--- src/rtl/adc_seq_pkg.sv ---
package adc_seq_pkg;
  typedef enum logic [1:0] {
    ST_IDLE   = 2'd0,
    ST_ARMED  = 2'd1,
    ST_SAMPLE = 2'd2,
    ST_CONV   = 2'd3
  } seq_state_t;

  typedef enum logic [1:0] {
    MODE_SINGLE     = 2'b00,
    MODE_SEQ        = 2'b01,
    MODE_RPT_SINGLE = 2'b10,
    MODE_RPT_SEQ    = 2'b11
  } seq_mode_t;
endpackage

--- src/rtl/adc_rst_sync.sv ---
module adc_rst_sync (
  input  logic clk,
  input  logic rst_n,
  output logic rst_n_sync
);
  logic [1:0] sync_q;

  always_ff @(posedge clk or negedge rst_n) begin
    if (!rst_n) sync_q <= 2'b00;
    else        sync_q <= {sync_q[0], 1'b1};
  end

  assign rst_n_sync = sync_q[1];
endmodule

--- src/rtl/adc_trig_sel.sv ---
module adc_trig_sel #(
  parameter int NUM_EXT = 7,
  parameter int SEL_W   = $clog2(NUM_EXT + 1)
) (
  input  logic               clk,
  input  logic               rst_n,
  input  logic               soft_i,
  input  logic [NUM_EXT-1:0] ext_i,
  input  logic [SEL_W-1:0]   sel_i,
  input  logic               invert_i,
  output logic               lvl_o,
  output logic               rise_o
);
  localparam int NSRC = NUM_EXT + 1;

  logic [NSRC-1:0] srcs;
  logic            lvl_q;

  assign srcs   = {ext_i, soft_i};
  assign lvl_o  = srcs[sel_i] ^ invert_i;
  assign rise_o = lvl_o & ~lvl_q;

  always_ff @(posedge clk or negedge rst_n) begin
    if (!rst_n) lvl_q <= 1'b0;
    else        lvl_q <= lvl_o;
  end
endmodule

--- src/rtl/adc_samp_timer.sv ---
module adc_samp_timer #(
  parameter int CNT_W = 8
) (
  input  logic             clk,
  input  logic             rst_n,
  input  logic             load_i,
  input  logic             run_i,
  input  logic [CNT_W-1:0] len_i,
  output logic             expired_o
);
  logic [CNT_W-1:0] cnt_q, cnt_d;
  logic             cnt_en;

  assign expired_o = (cnt_q == '0);
  assign cnt_en    = load_i | (run_i & ~expired_o);

  always_comb begin
    cnt_d = cnt_q;
    if (load_i)     cnt_d = len_i;
    else if (run_i) cnt_d = cnt_q - 1'b1;
  end

  always_ff @(posedge clk or negedge rst_n) begin
    if (!rst_n)      cnt_q <= '0;
    else if (cnt_en) cnt_q <= cnt_d;
  end
endmodule

--- src/rtl/adc_mode_reg.sv ---
module adc_mode_reg
  import adc_seq_pkg::*;
(
  input  logic       clk,
  input  logic       rst_n,
  input  logic       enable_i,
  input  logic       wr_i,
  input  logic [1:0] wdata_i,
  output seq_mode_t  mode_o,
  output logic       abort_o
);
  seq_mode_t mode_q;
  logic      wr_en;

  assign abort_o = wr_i & enable_i & (wdata_i == 2'b00);
  assign wr_en   = wr_i & (~enable_i | (wdata_i == 2'b00));
  assign mode_o  = mode_q;

  always_ff @(posedge clk or negedge rst_n) begin
    if (!rst_n)     mode_q <= MODE_SINGLE;
    else if (wr_en) mode_q <= seq_mode_t'(wdata_i);
  end

  // a nonzero write while enabled leaves the mode unchanged
  assert_mode_locked_R11: assert property (@(posedge clk) disable iff (!rst_n)
    (enable_i && wr_i && wdata_i != 2'b00) |=> $stable(mode_q));
endmodule

--- src/rtl/adc_seq_ctrl.sv ---
module adc_seq_ctrl
  import adc_seq_pkg::*;
#(
  parameter int NUM_EXT = 7,
  parameter int NCH     = 16,
  parameter int SHT_W   = 8,
  parameter int SEL_W   = $clog2(NUM_EXT + 1),
  parameter int CH_W    = $clog2(NCH)
) (
  input  logic               clk,
  input  logic               rst_n,
  input  logic               enable_i,
  input  logic               mode_wr_i,
  input  logic [1:0]         mode_wdata_i,
  output logic [1:0]         mode_o,
  input  logic [SEL_W-1:0]   trig_sel_i,
  input  logic               invert_i,
  input  logic               soft_start_i,
  input  logic [NUM_EXT-1:0] ext_trig_i,
  input  logic               pulse_mode_i,
  input  logic [SHT_W-1:0]   sample_cycles_i,
  input  logic [CH_W-1:0]    start_ch_i,
  input  logic [NCH-1:0]     eos_mask_i,
  output logic               sampling_o,
  output logic               conv_req_o,
  input  logic               conv_done_i,
  output logic [CH_W-1:0]    channel_o,
  output logic               busy_o
);
  localparam logic [CH_W-1:0] LAST_CH = CH_W'(NCH - 1);

  logic       rst_ns;
  logic       trig_lvl, trig_rise;
  logic       tmr_load, tmr_expired;
  logic       abort;
  seq_mode_t  mode_q;

  seq_state_t        state_q, state_d;
  logic [CH_W-1:0]   ch_q, ch_d;
  logic              pass_start_q, pass_start_d;
  logic              last_ch, sample_end;

  adc_rst_sync u_rst (
    .clk        (clk),
    .rst_n      (rst_n),
    .rst_n_sync (rst_ns)
  );

  adc_trig_sel #(.NUM_EXT(NUM_EXT), .SEL_W(SEL_W)) u_trig (
    .clk      (clk),
    .rst_n    (rst_ns),
    .soft_i   (soft_start_i),
    .ext_i    (ext_trig_i),
    .sel_i    (trig_sel_i),
    .invert_i (invert_i),
    .lvl_o    (trig_lvl),
    .rise_o   (trig_rise)
  );

  adc_samp_timer #(.CNT_W(SHT_W)) u_tmr (
    .clk       (clk),
    .rst_n     (rst_ns),
    .load_i    (tmr_load),
    .run_i     (state_q == ST_SAMPLE),
    .len_i     (sample_cycles_i),
    .expired_o (tmr_expired)
  );

  adc_mode_reg u_mode (
    .clk      (clk),
    .rst_n    (rst_ns),
    .enable_i (enable_i),
    .wr_i     (mode_wr_i),
    .wdata_i  (mode_wdata_i),
    .mode_o   (mode_q),
    .abort_o  (abort)
  );

  // single-channel modes end after one conversion; sequences end on an end bit
  assign last_ch    = ~mode_q[0] | eos_mask_i[ch_q] | (ch_q == LAST_CH);
  assign sample_end = pulse_mode_i ? tmr_expired : ~trig_lvl;

  always_comb begin
    state_d      = state_q;
    ch_d         = ch_q;
    pass_start_d = pass_start_q;
    tmr_load     = 1'b0;
    unique case (state_q)
      ST_IDLE: begin
        ch_d         = start_ch_i;
        pass_start_d = 1'b0;
        if (enable_i && trig_rise) begin
          state_d  = ST_SAMPLE;
          tmr_load = 1'b1;
        end
      end
      ST_ARMED: begin
        if (!enable_i && pass_start_q) begin
          state_d = ST_IDLE;
        end else if (trig_rise) begin
          state_d      = ST_SAMPLE;
          tmr_load     = 1'b1;
          pass_start_d = 1'b0;
        end
      end
      ST_SAMPLE: begin
        if (sample_end) state_d = ST_CONV;
      end
      ST_CONV: begin
        if (conv_done_i) begin
          if (last_ch) begin
            ch_d = start_ch_i;
            if (mode_q[1] && enable_i) begin
              state_d      = ST_ARMED;
              pass_start_d = 1'b1;
            end else begin
              state_d = ST_IDLE;
            end
          end else begin
            ch_d    = ch_q + 1'b1;
            state_d = ST_ARMED;
          end
        end
      end
    endcase
    if (abort) begin
      state_d      = ST_IDLE;
      ch_d         = start_ch_i;
      pass_start_d = 1'b0;
      tmr_load     = 1'b0;
    end
  end

  always_ff @(posedge clk or negedge rst_ns) begin
    if (!rst_ns) begin
      state_q      <= ST_IDLE;
      ch_q         <= '0;
      pass_start_q <= 1'b0;
    end else begin
      state_q      <= state_d;
      ch_q         <= ch_d;
      pass_start_q <= pass_start_d;
    end
  end

  assign sampling_o = (state_q == ST_SAMPLE);
  assign conv_req_o = (state_q == ST_CONV);
  assign busy_o     = (state_q != ST_IDLE);
  assign mode_o     = mode_q;
  assign channel_o  = (state_q == ST_IDLE) ? start_ch_i : ch_q;

  // abort clears all activity on the next cycle
  assert_abort_clears_R12: assert property (@(posedge clk) disable iff (!rst_ns)
    abort |=> (!busy_o && !sampling_o && !conv_req_o));

  // a conversion request always follows a sampling window
  assert_req_after_sample_R3: assert property (@(posedge clk) disable iff (!rst_ns)
    $rose(conv_req_o) |-> $past(sampling_o));

  // request held until done
  assert_req_held_R5: assert property (@(posedge clk) disable iff (!rst_ns)
    (conv_req_o && !conv_done_i && !abort) |=> conv_req_o);

  // single conversion mode goes idle after done
  assert_single_idle_R6: assert property (@(posedge clk) disable iff (!rst_ns)
    (conv_req_o && conv_done_i && mode_q == MODE_SINGLE) |=> !busy_o);

  // single-channel modes never leave the start channel
  assert_single_channel_R8: assert property (@(posedge clk) disable iff (!rst_ns)
    (busy_o && !mode_q[0]) |-> (channel_o == start_ch_i));
endmodule

--- config.mk ---
export PLATFORM = sky130hd
export DESIGN_NAME = adc_seq_ctrl
export DESIGN_NICKNAME = d
export VERILOG_FILES = /design/src/rtl/adc_seq_pkg.sv /design/src/rtl/adc_rst_sync.sv /design/src/rtl/adc_trig_sel.sv /design/src/rtl/adc_samp_timer.sv /design/src/rtl/adc_mode_reg.sv /design/src/rtl/adc_seq_ctrl.sv
export SDC_FILE = /design/constraint.sdc
export NUM_CORES = 1
export LEC_CHECK = 0
export BUFFER_PORTS_ARGS = -buffer_cell sky130_fd_sc_hd__buf_2
export CORE_MARGIN = 2
export CORE_UTILIZATION = 45
export CTS_CLUSTER_SIZE = 12
export DETAILED_ROUTE_END_ITERATION = 6
export GPL_TIMING_DRIVEN = 0
export PLACE_DENSITY = 0.74
export SYNTH_ARGS = -nofsm -noshare
export SYNTH_HDL_FRONTEND = slang
export SYNTH_SLANG_ARGS = --single-unit
--- constraint.sdc ---
create_clock -name clk -period 1.55 [get_ports clk]
set_input_delay 0.0775 -clock clk [delete_from_list [all_inputs] [get_ports clk]]
set_output_delay 0.0775 -clock clk [all_outputs]
set_load 0.02 [all_outputs]
==> metrics, run 1 <==
Design Area, Final=0.00226 mm2; Synth top area share=32.5%; Pwr Total=0.00412 W; Yosys cell types=49; post-DR vias/cell=5.24; CP Max Fanout=3; # placed instances=259; setup tns final=-7270 ps; Initial Utilization=46.5%; Clock Skews=1.98 ps; EDFF count, synth=0; leakage power=1.06 nW; top-level port count=57; antenna cells=0; CTS Sinks=20; fin crit share=137%; Critical Path Source=u_tmr.cnt_q[5]$_DFFE_PN0P_; DR vias=1,504; Levels on crit path=6; top cells by area, synth=dfrtp_1 (32%), mux4_2 (5.8%), mux2_2 (4.4%); worst hold slack=-0.554 ps; final core occ=68.2%; r2r startpoint=u_tmr.cnt_q[5]$_DFFE_PN0P_; row count=21; CP Buf/Inv Count=0; Post-DRT Antenna Nets=0; Nets=293; RD Place Congestion=0.805; Root Driver=clkbuf_4; element type at the critical path start=flip-flop; register area=503 um2; CP Class=reg2reg; most numerous cell in the Yosys netlist=dfrtp_1; dpl hpwl=2660 um; Pint=0.00249 W; flops & latches, synth=20; Critical Path, Cell by Cell=or4_4 -> o41a_1 -> a21oi_1 -> mux2_4 -> xnor2_1 -> nor4bb_4; crit path DAT=2340 ps; Post-DP Area=0.00189 mm2; synthesized area per cell=9.81 um2; H-tree depth=1; Seq pwr share=24.1%; measured slew at the worst slew-check pin=768 ps; Max Root-Sink Buffers=2; FF-to-FF setup slack=-570 ps; final cell count without fillers=287; crit path max-delay cell type=or4_4; clock slew at reported path FFs=120 ps; MaxCap Viol Count=0; initial drt markers=39; fillers=265; Skew-Pair Late Insertion Delay=310 ps; Avg WL per Cell=13.3 um; CTS tree=done; setup ws final=-567 ps; Area Growth Syn to Fin=46.6%; Fin. Hold Viols=1; Die W=62.5 um; max-slew violations=0; Worst Setup EP=state_q[0]$_DFFE_PN0P_; TritonCTS buffer count=3; Net Sw Power=0.00163 W; Chip Height=62.5 um; total global-route track usage=19.1%; Top delay family on crit path=simple AND/OR/NAND/NOR gates; area of the core=0.00331 mm2; drt drc=0; full die area=0.00391 mm2; RSZ-0062 raised after global routing=true; most common flop cell mapped by yosys=dfrtp_1; status=finished, violations left; largest net degree at the start of global routing=19; cell count after synthesis=157; Max-slew headroom=48.8%; register area share after synthesis=32.5%; vias in the first global route=1,414; Setup crit end kind=flip-flop; PwrDens=1820 mW/mm2; peak supply drop=0.739 mV; min cycle time layout=2120 ps; mapped cell area=0.00154 mm2; Synthesized Nets=208; multi-input combinational cell area=0.00106 mm2; Synth Warn #=0; global-route wire length before repair=6050 um; part of the power in combinational logic=65.4%; hold crit path type=in2reg; required time of the critical path=1770 ps; Setup violations, final=20; Async S/R FF share, synth=100%; Post-Route WL=3820 um; worst r2r path cells=6; post-synth top area cell=dfrtp_1; PortBufs=56; clock network power share=10.5%; layout cells sized above 1=53.9%; most frequent cells after synthesis=dfrtp_1 (20), nor2_1 (12), inv_1 (11), nand2_1 (11), a21oi_1 (9); Switching Fraction=39.5%; R2R Path End=state_q[0]$_DFFE_PN0P_; 1st-pass router iterations=4; Fmax=472 MHz; total gr overflow=0; initial antenna violation count=0; failing checks=negative hold slack, negative setup slack; slowest stage delay, CP=560 ps
[timing repair]
action | in CTS | in global routing
buffers inserted | 14 | 9
setup endpoints to repair | 20 | 20
pin swaps | 9 | 7
gates cloned | 0 | 0
resized for setup | 18 | 9
hold buffers | 2 | 1
endpoints found under the hold margin | 4 | 1
[worst min-delay path, cell delays in order]
cell and delay [ps]:
buf_2 70, nor2_1 40, a21oi_2 80
[flip-flops by register name (all words and copies together), names as in the netlist]
name and count:
u_trig.lvl_q 1, pass_start_q 1, u_tmr.cnt_q 8, ch_q 4, u_rst.sync_q 2, state_q 2, u_mode.mode_o 2
[layer usage]
layer,up-vias,routed length (um),track usage (%)
li1,737,-,-
met5,-,0,0
met1,715,1600,22.0
met2,47,1960,35.9
met4,0,42,5.28
met3,5,217,3.42
[metrics by stage]
| stage | hold WS [ps] | setup slack [ps] |
|---|---|---|
| after floorplan | -218 | -429 |
| after global placement | -137 | -586 |
| after detailed placement | -134 | -637 |
| after CTS | 0.158 | -537 |
| after global routing | 12.5 | -667 |
| final | -0.554 | -567 |
[worst min path at each step]
stage | startpoint | to | slack, ps | cells past startpoint
floorplan | rst_n | u_rst.sync_q[0]$_DFF_PN0_ | -220 | 0
CTS | sample_cycles_i[6] | u_tmr.cnt_q[6]$_DFFE_PN0P_ | 0.2 | 3
detailed placement | rst_n | u_rst.sync_q[0]$_DFF_PN0_ | -130 | 1
global route | sample_cycles_i[5] | u_tmr.cnt_q[5]$_DFFE_PN0P_ | 10 | 3
global placement | rst_n | u_rst.sync_q[0]$_DFF_PN0_ | -140 | 1
finish | sample_cycles_i[5] | u_tmr.cnt_q[5]$_DFFE_PN0P_ | -0.6 | 3
[cell usage in the layout, fill, tap and decap left out, types with 3 or more instances in the layout]
cell type,count
dlygate4sd3_1,3
o211ai_1,4
a211o_1,3
ha_1,3
a21oi_2,4
nand2_1,11
nor2b_1,5
nor3_1,4
a21oi_1,8
buf_2,56
mux2_4,4
and3_4,3
nor2_1,10
buf_6,3
or3_1,3
buf_4,22
mux4_2,6
xnor2_1,3
inv_1,10
clkbuf_4,3
nand3_1,5
dfrtp_1,18
[power groups by stage]
stage	registers, W	clock network [W]	logic (W)
6_report	0.000993	0.000433	0.00269
5_1_grt	0.00102	0.000455	0.00292
4_1_cts	0.000980	0.000436	0.00237
3_5_place_dp	0.00101	0	0.00187
3_3_place_gp	0.000990	0	0.00184
2_1_floorplan	0.000943	0	0.00149
[cell type report]
cell class	instances	area share [%]
Inverter	11	1.83
Clock inverter	1	1.33
Timing Repair Buffer	81	21.2
Multi-Input combinational cell	119	47.0
Sequential cell	20	22.3
Clock buffer	3	0.997
Buffer	6	2.83
Tap cell	46	2.55
[logic make-up (layout without fill, tap and decap cells)]
family	Yosys count	in the layout	share of synthesized area (%)
simple gates	60	60	21.4
mux	15	15	15.8
xor+xnor	7	7	4.47
other cells	1	1	0.243
fa+ha+maj	3	3	2.44
flops	20	20	32.5
compound gates	33	33	16.2
buf+inv	18	102	6.90
Note: power is estimated with default switching activity, not from simulation.
==> run 2, diff against run 1 <==
CORE_UTILIZATION = 30   (was 45)
PLACE_DENSITY = 0.53   (was 0.74)
==> metrics, run 2 (synthesized netlist as in run 1, its figures left out) <==
most common cell after layout, fill and taps aside=buf_2; Root Driver=clkbuf_8; Largest regs=u_tmr.cnt_q x8, ch_q x4; Fin. Hold Viols=0; hold path startpoint=mode_wr_i; crit path DAT=2240 ps; full die area=0.00572 mm2; status=finished, violations left; global-route wire length before repair=6180 um; Max Root-Sink Buffers=2; CP Class=reg2reg; initial antenna violation count=0; clock slew at reported path FFs=80 ps; vias in the first global route=1,446; final core occ=46.8%; Critical Path Source=u_tmr.cnt_q[5]$_DFFE_PN0P_; setup ws final=-520 ps; row count=26; Avg WL per Cell=12.7 um; fillers=482; Chip Height=75.7 um; total global-route track usage=14.3%; max reg flops=8; Initial Utilization=30.5%; PortBufs=56; r2r startpoint=u_tmr.cnt_q[5]$_DFFE_PN0P_; Setup crit end kind=flip-flop; Skew-Pair Late Insertion Delay=260 ps; Area Growth Syn to Fin=53.3%; Setup violations, final=20; drt drc=0; element type at the critical path start=flip-flop; CP Max Fanout=3; largest net degree at the start of global routing=19; top-level port count=57; total gr overflow=0; min cycle time layout=2070 ps; post-DR vias/cell=4.75; hold crit path type=in2reg; Fmax=483 MHz; Post-Route WL=3990 um; antenna cells=0; DR vias=1,497; measured slew at the worst slew-check pin=785 ps; 1st-pass router iterations=4; Die W=75.7 um; peak supply drop=0.683 mV; area of the core=0.00504 mm2; # placed instances=283; max-slew violations=0; MaxCap Viol Count=0; H-tree depth=1; CTS Sinks=20; failing checks=negative setup slack; Clock Skews=0.856 ps; Most flops, register=u_tmr.cnt_q; Max-slew headroom=47.6%; required time of the critical path=1720 ps; PwrDens=1840 mW/mm2; CTS tree=done; RD Place Congestion=0.773; Nets=297; TritonCTS buffer count=3; commonest cells after routing, fill and taps aside=buf_2 (52), buf_4 (22), dfrtp_1 (20); leakage power=1.11 nW; layout cells sized above 1=53.5%; fin crit share=134%; worst hold slack=25.5 ps; RSZ-0062 raised after global routing=true; dpl hpwl=2880 um; final cell count without fillers=315; setup tns final=-6800 ps; Post-DRT Antenna Nets=0; initial drt markers=34
-- run 2: cell types whose count changed in the layout (fill, tap and decap cells not counted), moves of 2 or more --
cell,delta
clkbuf_4,-3
clkbuf_8,+3
buf_2,-4
dlygate4sd3_1,-2
buf_6,+8
dfrtp_2,-2
dfrtp_1,+2
-- run 2: final cells by class --
| cell class | count | area (um2) | share of cell area, % |
|---|---|---|---|
| Multi-Input combinational cell | 119 | 1040 | 44.1 |
| Buffer | 6 | 67.6 | 2.86 |
| Timing Repair Buffer | 85 | 551 | 23.3 |
| Clock inverter | 1 | 30.0 | 1.27 |
| Inverter | 11 | 41.3 | 1.75 |
| Clock buffer | 3 | 41.3 | 1.75 |
| Tap cell | 70 | 87.6 | 3.71 |
| Sequential cell | 20 | 500 | 21.2 |
-- run 2: timing repair --
item	in CTS	in global routing
resized for setup	12	23
setup buffers	19	11
endpoints found under the hold margin	2	0
hold buffers	1	0
endpoints found under the setup margin	20	19
pin swaps	11	7
-- run 2: power by group --
group / leakage [nW] / switching [W] / total, W / internal [W]
registers: 0.234 / 0.000263 / 0.000993 / 0.000731
logic: 0.841 / 0.00120 / 0.00282 / 0.00162
clock network: 0.0357 / 0.000188 / 0.000533 / 0.000345
-- run 2: path summary, 6_finish.rpt --
path,depth (start not counted),slack (ps),endpoint
max,6,-520,state_q[0]$_DFFE_PN0P_
min,2,30,u_mode.mode_o[0]$_DFFE_PN0P_
max reg2reg,6,-520,state_q[0]$_DFFE_PN0P_
min reg2reg,0,330,u_tmr.cnt_q[6]$_DFFE_PN0P_
max in group asynchronous,0,730,u_mode.mode_o[0]$_DFFE_PN0P_
min in group asynchronous,2,110,u_rst.sync_q[1]$_DFF_PN0_
-- run 2: metal layers --
metal,global-route usage (%),up-vias,part of all wire (%)
met5,0,-,0
met4,6.63,0,1.3
met3,2.51,5,3.3
met2,25.3,25,53
met1,16.9,718,42
li1,-,749,-
-- run 2: critical path, cell delays in order (launching register included) --
cell	delay, ps
dfrtp_1	400
or4_4	550
o41a_1	380
a21oi_1	160
mux2_4	170
xnor2_1	110
nor4bb_2	210
-- run 2: per-stage QoR --
step | worst slack, ps | instance area, um2 | power, W
floorplan | -429 | 1550 | 0.00244
CTS | -515 | 2200 | 0.00392
global placement | -633 | 1920 | 0.00288
finish | -520 | 2360 | 0.00435
global route | -598 | 2360 | 0.00464
detailed placement | -644 | 1920 | 0.00290
==> run 3, diff against run 2 <==
CTS_BUF_LIST = sky130_fd_sc_hd__clkbuf_4 sky130_fd_sc_hd__clkbuf_8   (was unset)
RECOVER_POWER = 100   (was unset)
==> metrics, run 3 (synthesized netlist as in run 1, its figures left out) <==
status=finished, violations left; failing checks=negative setup slack; H-tree depth=1; hold crit path type=in2reg; commonest cells after routing, fill and taps aside=buf_2 (47), buf_4 (22), dfrtp_1 (20); Root Driver=clkbuf_8; global-route wire length before repair=6180 um; global routing met3 resource utilization=2.51%; Critical Path, Cell by Cell=or4_4 -> o41a_1 -> a21oi_1 -> mux2_4 -> xnor2_1 -> nor4bb_2; CTS Sinks=20; Initial Utilization=30.5%; Chip Height=75.7 um; fillers=486; Clock Skews=2.55 ps; post-DR vias/cell=4.79; area of the core=0.00504 mm2; crit path DAT=2240 ps; CTS tree=done; drt drc=0; routing usage on met1=16.9%; PwrDens=1840 mW/mm2; Largest regs=u_tmr.cnt_q x8, ch_q x4; PortBufs=56; Nets=297; Die W=75.7 um; antenna cells=0; layout cells sized above 1=51.4%; row count=26; Post-DP Area=0.00192 mm2; RSZ-0062 raised after global routing=true; GR Layer Usage met2=25.3%; RD Place Congestion=0.773; total global-route track usage=14.3%; MaxCap Viol Count=0; Skew-Pair Late Insertion Delay=260 ps; Max Root-Sink Buffers=2; Most flops, register=u_tmr.cnt_q; most common cell after layout, fill and taps aside=buf_2; max-slew violations=0; slowest stage delay, CP=540 ps; setup ws final=-517 ps; measured slew at the worst slew-check pin=776 ps; peak supply drop=0.681 mV; CP Max Fanout=3; vias in the first global route=1,446; grt peak-use layer=met2; top-level port count=57; largest net degree at the start of global routing=19; Avg WL per Cell=12.6 um; Design Area, Final=0.00235 mm2; initial antenna violation count=0; Max-slew headroom=48.3%; fin crit share=133%; crit path max-delay cell type=or4_4; leakage power=1.09 nW; DR vias=1,508; Post-DRT Antenna Nets=0; min cycle time layout=2070 ps; clock slew at reported path FFs=80 ps; final core occ=46.6%; initial drt markers=34; TritonCTS buffer count=3; total gr overflow=0; dpl hpwl=2880 um; max reg flops=8; Post-Route WL=3980 um; full die area=0.00572 mm2; Setup violations, final=20; CP Class=reg2reg; 1st-pass router iterations=4; element type at the critical path start=flip-flop; Fmax=484 MHz; Area Growth Syn to Fin=52.6%; Setup crit end kind=flip-flop; required time of the critical path=1720 ps; Fin. Hold Viols=0
## run 3: final cells by class
type | count | area [um2] | share of cell area [%]
multi-input combinational | 119 | 1040 | 44.1
timing repair buffer | 85 | 544 | 23.2
sequential | 20 | 500 | 21.3
tap | 70 | 87.6 | 3.73
buffer | 6 | 67.6 | 2.88
clock buffer | 3 | 41.3 | 1.76
inverter | 11 | 41.3 | 1.76
clock inverter | 1 | 30.0 | 1.28
## run 3: worst max-delay path, delay by kind of cell (launching register included)
family           cells  cell delay, ps
AND/OR/NAND/NOR      2             750
AO/OA/AOI/OAI        2             540
flip-flops           1             400
multiplexers         1             180
XOR/XNOR             1             110
## run 3: what timing repair did
item	in CTS	in global routing
gates cloned	0	0
endpoints found under the setup margin	20	19
pin swaps	11	7
gates resized for setup	12	23
hold endpoints to repair	2	0
buffers inserted	19	11
hold buffers	1	0
## run 3: metal layers
metal | up-vias | share of wire (%)
met5 | - | 0
met4 | 0 | 1.3
met3 | 5 | 3.5
met2 | 29 | 53
met1 | 727 | 42
li1 | 747 | -
## run 3: power by group
part           internal (W)  leakage [nW]  switching [W]
Clock              0.000345        0.0357       0.000186
Sequential         0.000731         0.234       0.000266
Combinational       0.00161         0.821        0.00119
Total               0.00268          1.09        0.00164
## run 3: path summary, 6_finish.rpt
path / start / endpoint / slack, ps / cells after the start
max in group asynchronous: u_rst.sync_q[1]$_DFF_PN0_ / ch_q[0]$_DFFE_PN0P_ / 740 / 0
setup reg to reg: u_tmr.cnt_q[5]$_DFFE_PN0P_ / state_q[0]$_DFFE_PN0P_ / -520 / 6
hold / removal: mode_wr_i / u_mode.mode_o[0]$_DFFE_PN0P_ / 30 / 2
hold reg to reg: u_rst.sync_q[1]$_DFF_PN0_ / u_tmr.cnt_q[6]$_DFFE_PN0P_ / 330 / 0
setup / recovery: u_tmr.cnt_q[5]$_DFFE_PN0P_ / state_q[0]$_DFFE_PN0P_ / -520 / 6
min in group asynchronous: rst_n / u_rst.sync_q[1]$_DFF_PN0_ / 110 / 2
## run 3: per-stage QoR
step	instances	TNS (ps)	power, W	hold slack, ps	worst slack, ps
after floorplan	157	-4000	0.00244	-218	-429
after global placement	283	-7010	0.00288	-136	-633
after detailed placement	283	-7130	0.00290	-135	-644
after CTS	306	-6540	0.00392	18.8	-515
after global routing	315	-8220	0.00462	37.1	-598
final	315	-6730	0.00432	27.1	-517
